### config.mk
export PLATFORM = sky130hd
export DESIGN_NAME = phy_cfg_writer
export DESIGN_NICKNAME = d
export VERILOG_FILES = /design/src/rtl/cfgw_pkg.sv /design/src/rtl/cfgw_phase_timer.sv /design/src/rtl/cfgw_seq_fsm.sv /design/src/rtl/cfgw_pin_drive.sv /design/src/rtl/phy_cfg_writer.sv
export SDC_FILE = /design/constraint.sdc
export NUM_CORES = 1
export LEC_CHECK = 0
export ABC_CLOCK_PERIOD_IN_PS = 4000
export BUFFER_PORTS_ARGS = -buffer_cell sky130_fd_sc_hd__buf_2
export CELL_PAD_IN_SITES_DETAIL_PLACEMENT = 1
export CELL_PAD_IN_SITES_GLOBAL_PLACEMENT = 1
export CORE_MARGIN = 5
export CORE_UTILIZATION = 37
export DETAILED_ROUTE_END_ITERATION = 8
export PLACE_DENSITY_LB_ADDON = 0.12
export SLEW_MARGIN = 20
export SYNTH_ARGS = -nofsm -noshare
export SYNTH_HDL_FRONTEND = slang
export SYNTH_SLANG_ARGS = --single-unit
export TNS_END_PERCENT = 5
### constraint.sdc
create_clock -name clk -period 4 [get_ports clk]
set_input_delay 0.8 -clock clk [delete_from_list [all_inputs] [get_ports clk]]
set_output_delay 0.8 -clock clk [all_outputs]
set_load 0.01 [all_outputs]
### src/rtl/cfgw_pkg.sv
package cfgw_pkg;

  typedef enum logic [2:0] {
    PH_IDLE     = 3'd0,
    PH_CLK_HI   = 3'd1,
    PH_EN_ADDR  = 3'd2,
    PH_CLK_LO   = 3'd3,
    PH_EN_DATA  = 3'd4,
    PH_CLK_RISE = 3'd5
  } phase_e;

  function automatic phase_e phase_after(phase_e cur);
    case (cur)
      PH_CLK_HI:   phase_after = PH_EN_ADDR;
      PH_EN_ADDR:  phase_after = PH_CLK_LO;
      PH_CLK_LO:   phase_after = PH_EN_DATA;
      PH_EN_DATA:  phase_after = PH_CLK_RISE;
      default:     phase_after = PH_IDLE;
    endcase
  endfunction

endpackage

### src/rtl/cfgw_phase_timer.sv
module cfgw_phase_timer #(
  parameter int HOLD_W = 8
) (
  input  logic              clk,
  input  logic              rst_n,
  input  logic              load,
  input  logic [HOLD_W-1:0] length,
  output logic              expired
);
  logic [HOLD_W-1:0] remain_q;

  // length is always at least 1; the counter holds length-1 down to 0
  always_ff @(posedge clk or negedge rst_n) begin
    if (!rst_n)                remain_q <= '0;
    else if (load)             remain_q <= length - HOLD_W'(1);
    else if (remain_q != '0)   remain_q <= remain_q - HOLD_W'(1);
  end

  assign expired = (remain_q == '0);
endmodule

### src/rtl/cfgw_seq_fsm.sv
module cfgw_seq_fsm
  import cfgw_pkg::*;
(
  input  logic   clk,
  input  logic   rst_n,
  input  logic   accept,
  input  logic   expired,
  output phase_e phase,
  output logic   advance,
  output logic   done
);
  phase_e phase_q;

  assign advance = (phase_q != PH_IDLE) && expired;

  always_ff @(posedge clk or negedge rst_n) begin
    if (!rst_n) begin
      phase_q <= PH_IDLE;
      done    <= 1'b0;
    end else begin
      done <= 1'b0;
      if (accept) begin
        phase_q <= PH_CLK_HI;
      end else if (advance) begin
        phase_q <= phase_after(phase_q);
        if (phase_q == PH_CLK_RISE) done <= 1'b1;
      end
    end
  end

  assign phase = phase_q;
endmodule

### src/rtl/cfgw_pin_drive.sv
module cfgw_pin_drive
  import cfgw_pkg::*;
#(
  parameter int BUS_W = 8
) (
  input  phase_e           phase,
  input  logic [BUS_W-1:0] addr,
  input  logic [BUS_W-1:0] data,
  output logic             tclk,
  output logic             ten,
  output logic             tclr,
  output logic [BUS_W-1:0] tdin
);
  always_comb begin
    tclk = 1'b1;
    ten  = 1'b0;
    tdin = '0;
    case (phase)
      PH_EN_ADDR:  begin ten = 1'b1; tdin = addr; end
      PH_CLK_LO:   begin tclk = 1'b0; ten = 1'b1; tdin = addr; end
      PH_EN_DATA:  begin tclk = 1'b0; tdin = data; end
      PH_CLK_RISE: begin tdin = data; end
      default:     ;
    endcase
  end

  assign tclr = 1'b0;
endmodule

### src/rtl/phy_cfg_writer.sv
module phy_cfg_writer
  import cfgw_pkg::*;
#(
  parameter int BUS_W  = 8,
  parameter int HOLD_W = 8
) (
  input  logic              clk,
  input  logic              rst_n,
  input  logic              req_valid,
  output logic              req_ready,
  input  logic [BUS_W-1:0]  req_addr,
  input  logic [BUS_W-1:0]  req_data,
  input  logic [HOLD_W-1:0] hold_cycles,
  output logic              busy,
  output logic              done,
  output logic              ptest_clk,
  output logic              ptest_en,
  output logic              ptest_clr,
  output logic [BUS_W-1:0]  ptest_din
);
  localparam logic [HOLD_W-1:0] MIN_HOLD = HOLD_W'(1);

  phase_e            phase;
  logic              accept, advance, expired, timer_load;
  logic [BUS_W-1:0]  addr_q, data_q;
  logic [HOLD_W-1:0] hold_in, hold_q;

  assign req_ready = (phase == PH_IDLE);
  assign busy      = ~req_ready;
  assign accept    = req_valid & req_ready;
  assign hold_in   = (hold_cycles == '0) ? MIN_HOLD : hold_cycles;

  always_ff @(posedge clk or negedge rst_n) begin
    if (!rst_n) begin
      addr_q <= '0;
      data_q <= '0;
      hold_q <= MIN_HOLD;
    end else if (accept) begin
      addr_q <= req_addr;
      data_q <= req_data;
      hold_q <= hold_in;
    end
  end

  assign timer_load = accept | (advance & (phase != PH_CLK_RISE));

  cfgw_phase_timer #(.HOLD_W(HOLD_W)) u_timer (
    .clk     (clk),
    .rst_n   (rst_n),
    .load    (timer_load),
    .length  (accept ? hold_in : hold_q),
    .expired (expired)
  );

  cfgw_seq_fsm u_fsm (
    .clk     (clk),
    .rst_n   (rst_n),
    .accept  (accept),
    .expired (expired),
    .phase   (phase),
    .advance (advance),
    .done    (done)
  );

  cfgw_pin_drive #(.BUS_W(BUS_W)) u_pins (
    .phase (phase),
    .addr  (addr_q),
    .data  (data_q),
    .tclk  (ptest_clk),
    .ten   (ptest_en),
    .tclr  (ptest_clr),
    .tdin  (ptest_din)
  );
endmodule

==> impl_metrics.tcl <==
set metrics [dict create \
    grt_max_degree 37 \
    seq_power_share_pct 41.4 \
    p_clk_share_pct 15.8 \
    final_common_cell "nand2_1" \
    cts_tree "yes" \
    combPwrFrac_pct 42.8 \
    layout_setup_ws_ps 1194 \
    fin_cells 332 \
    whs_path_depth 2 \
    yosys_register_bits 36 \
    area_delta_synth_final_pct 18.15 \
    cpMaxStageDelayCell "or4_1" \
    core_area_mm2 0.005075 \
    drv_slew 0 \
    die_h_um 81.98 \
    initial_core_util_pct 37.77 \
    syn_inst 224 \
    routed-wl-met2_mm 2.494 \
    cts_resized 0 \
    cts_sinks 36 \
    hpwl_mm 3.754 \
    synth_area_mm2 0.001917 \
    critPathCaptureType "flip-flop" \
    crit_arrival_ps 2960 \
    grt.total_usage_pct 17.34 \
    vias 1692 \
    clock_latency_ps 290 \
    clock.fmax_mhz 356.4 \
    cts_max_path_buffers 2 \
    antenna_found_initial 0 \
    start_kind "flip-flop" \
    clk_pin_slew_ps 70 \
    ff2ff_path_depth 8 \
    min_period_ps 2806 \
    max_stage_delay_ps 610 \
    wl_met1_mm 2.315 \
    finalSetupViolations 0 \
    wl_per_cell_um 15.30 \
    hp-class "flip-flop to flip-flop" \
    portBuffers 39 \
    rsz0062_at_grt "no" \
    p_switching_mw 0.6918 \
    cap_violations 0 \
    numCtsBuffers 5 \
    crit_buf_inv 0 \
    grt_pass1_wl_mm 8.776 \
    drive_above_1_share_pct 21.76 \
    status "completed" \
    synth_top_flop_cell "dfrtp_1" \
    rr_startpoint "u_timer.remain_q[1]$_DFFE_PN0P_" \
    dieArea_mm2 0.006720 \
    syn_nets 252 \
    power.density_mw_per_mm2 745.0 \
    syn_avg_cell_area_um2 8.557 \
    slew_headroom_pct 46.77 \
    async_flop_share_pct 100.0 \
    leakage_nw 1.089 \
    fin_crit_sh_pct 70.14 \
    cp_top_family "simple AND/OR/NAND/NOR gates" \
    fin_area_mm2 0.002265 \
    whs_ps 478.2 \
    placed_cells 324 \
    drtIter0Drc 45 \
    fin_skew_ps 9.463 \
    h-tree-depth 2 \
    worst_hold_startpoint "data_q[4]$_DFFE_PN0N_" \
    placed_cell_area_mm2 0.002175 \
    wl_met3_um 207 \
    finish.utilization_pct 44.63 \
    worst_pin_slew_ps 798.5 \
    ant_nets 0 \
    ff2ff_setup_slack_ps 1190 \
    power_mw 1.687 \
    fin_setup_tns_ps 0 \
    p_int_mw 0.9954 \
    grt_overflow 0 \
    antennaDiodeCount 0 \
    fp.dieW_um 81.98 \
    fin_nets 289 \
    grt_pass1_vias 1798 \
    rr_endpoint "u_timer.remain_q[6]$_DFFE_PN0P_" \
    final_cell_mix "75 x nand2_1, 39 x buf_2, 35 x dfrtp_1" \
    drc 0 \
    postCtsHoldBufs 0 \
    required_ps 4150 \
    hold_violations 0 \
    via_per_inst 5.096 \
    place_worst_setup_slack_ps 1009 \
    top_layer "met4" \
    rows 26 \
    root_buffer "clkbuf_8" \
    min_to "data_q[4]$_DFFE_PN0N_" \
    ir_drop_mv 0.2734 \
    cts_setup_buffers 0 \
    gp_congestion 0.7918 \
    worst-setup-path-type "flip-flop to flip-flop" \
    crit_path_cell_trace "or4_1 -> or2_0 -> a21oi_2 -> mux2i_1 -> ha_1 -> o21ai_1 -> xnor2_1 -> a21oi_1" \
    io_pins 41 \
    swShare_pct 41.00 \
    cp_max_fo 6 \
    wirelength_mm 5.080 \
    yosysUniqueCellTypes 43 \
    drtPass1Iterations 3 \
    ys_seq_area_share_pct 47.06 \
    ys.warnings.count 0 \
    synth-edff-count 0 \
]
area by class of cell:
type	instances	area (µm²)
clock buffer	8	90.09
fill	631	2810
inverter	1	3.754
multi-input combinational	174	955.9
sequential	36	902.1
tap	70	87.58
timing repair buffer	43	225.2
worst min-delay path, delay by kind of cell (launching register included):
family | cells | cell delay (ps)
flip-flops | 1 | 340
AND/OR/NAND/NOR | 2 | 100
layer usage:
layer,global-route usage (%),vias up
met5,0,-
met4,4.983,0
met3,5.044,6
met2,28.92,31
met1,21.71,816
li1,-,839
kinds of logic (layout without fill, tap and decap cells):
group | Yosys count | after routing | synth area share, %
flops | 36 | 36 | 47.06
xor+xnor | 6 | 6 | 2.741
mux | 4 | 4 | 2.415
simple gates | 117 | 117 | 27.35
fa+ha+maj | 1 | 1 | 0.6526
other cells | 1 | 1 | 0.1956
buf+inv | 14 | 52 | 3.525
compound gates | 45 | 45 | 16.06
registers in the layout (all words and copies together), names as in the netlist:
signal,count
hold_q,8
data_q,8
addr_q,8
u_timer.remain_q,8
u_fsm.phase,3
u_fsm.done,1
cell usage after synthesis (2+ instances only):
library cell	n	area, µm²
o31ai_1	2	15.01
o21ai_1	8	40.04
mux2i_1	2	20.02
and2_1	3	18.77
nand2_1	75	281.5
buf_4	2	15.01
a211oi_1	2	15.01
nor2_1	13	48.80
or3_1	2	12.51
o22ai_1	3	18.77
nor3_1	9	45.04
xnor2_1	5	43.79
a21oi_1	11	55.05
or4_1	4	30.03
clkbuf_1	10	37.54
a21o_1	2	15.01
dfrtp_1	35	875.8
nor2b_1	4	25.02
a22o_1	8	70.07
power groups by stage:
stage          Combinational [mW]  Clock [mW]  Sequential, mW
2_1_floorplan               0.559           0           0.626
3_3_place_gp                0.708           0           0.696
4_1_cts                     0.738       0.275           0.700
5_1_grt                     0.818       0.295           0.726
6_report                    0.723       0.266           0.698
3_5_place_dp                0.724           0           0.703
how the worst max path moves through the flow:
stage | from | end | slack (ps) | depth (start not counted)
after global placement | req_valid | u_timer.remain_q[4]$_DFFE_PN0P_ | 1080 | 12
after floorplan | req_valid | u_timer.remain_q[4]$_DFFE_PN0P_ | 1370 | 10
final | u_timer.remain_q[1]$_DFFE_PN0P_ | u_timer.remain_q[6]$_DFFE_PN0P_ | 1190 | 8
after global routing | u_timer.remain_q[1]$_DFFE_PN0P_ | u_timer.remain_q[4]$_DFFE_PN0P_ | 960 | 9
after detailed placement | req_valid | u_timer.remain_q[4]$_DFFE_PN0P_ | 1010 | 12
after CTS | u_timer.remain_q[1]$_DFFE_PN0P_ | u_timer.remain_q[4]$_DFFE_PN0P_ | 1180 | 9
Power figures use the tool's default switching activity.
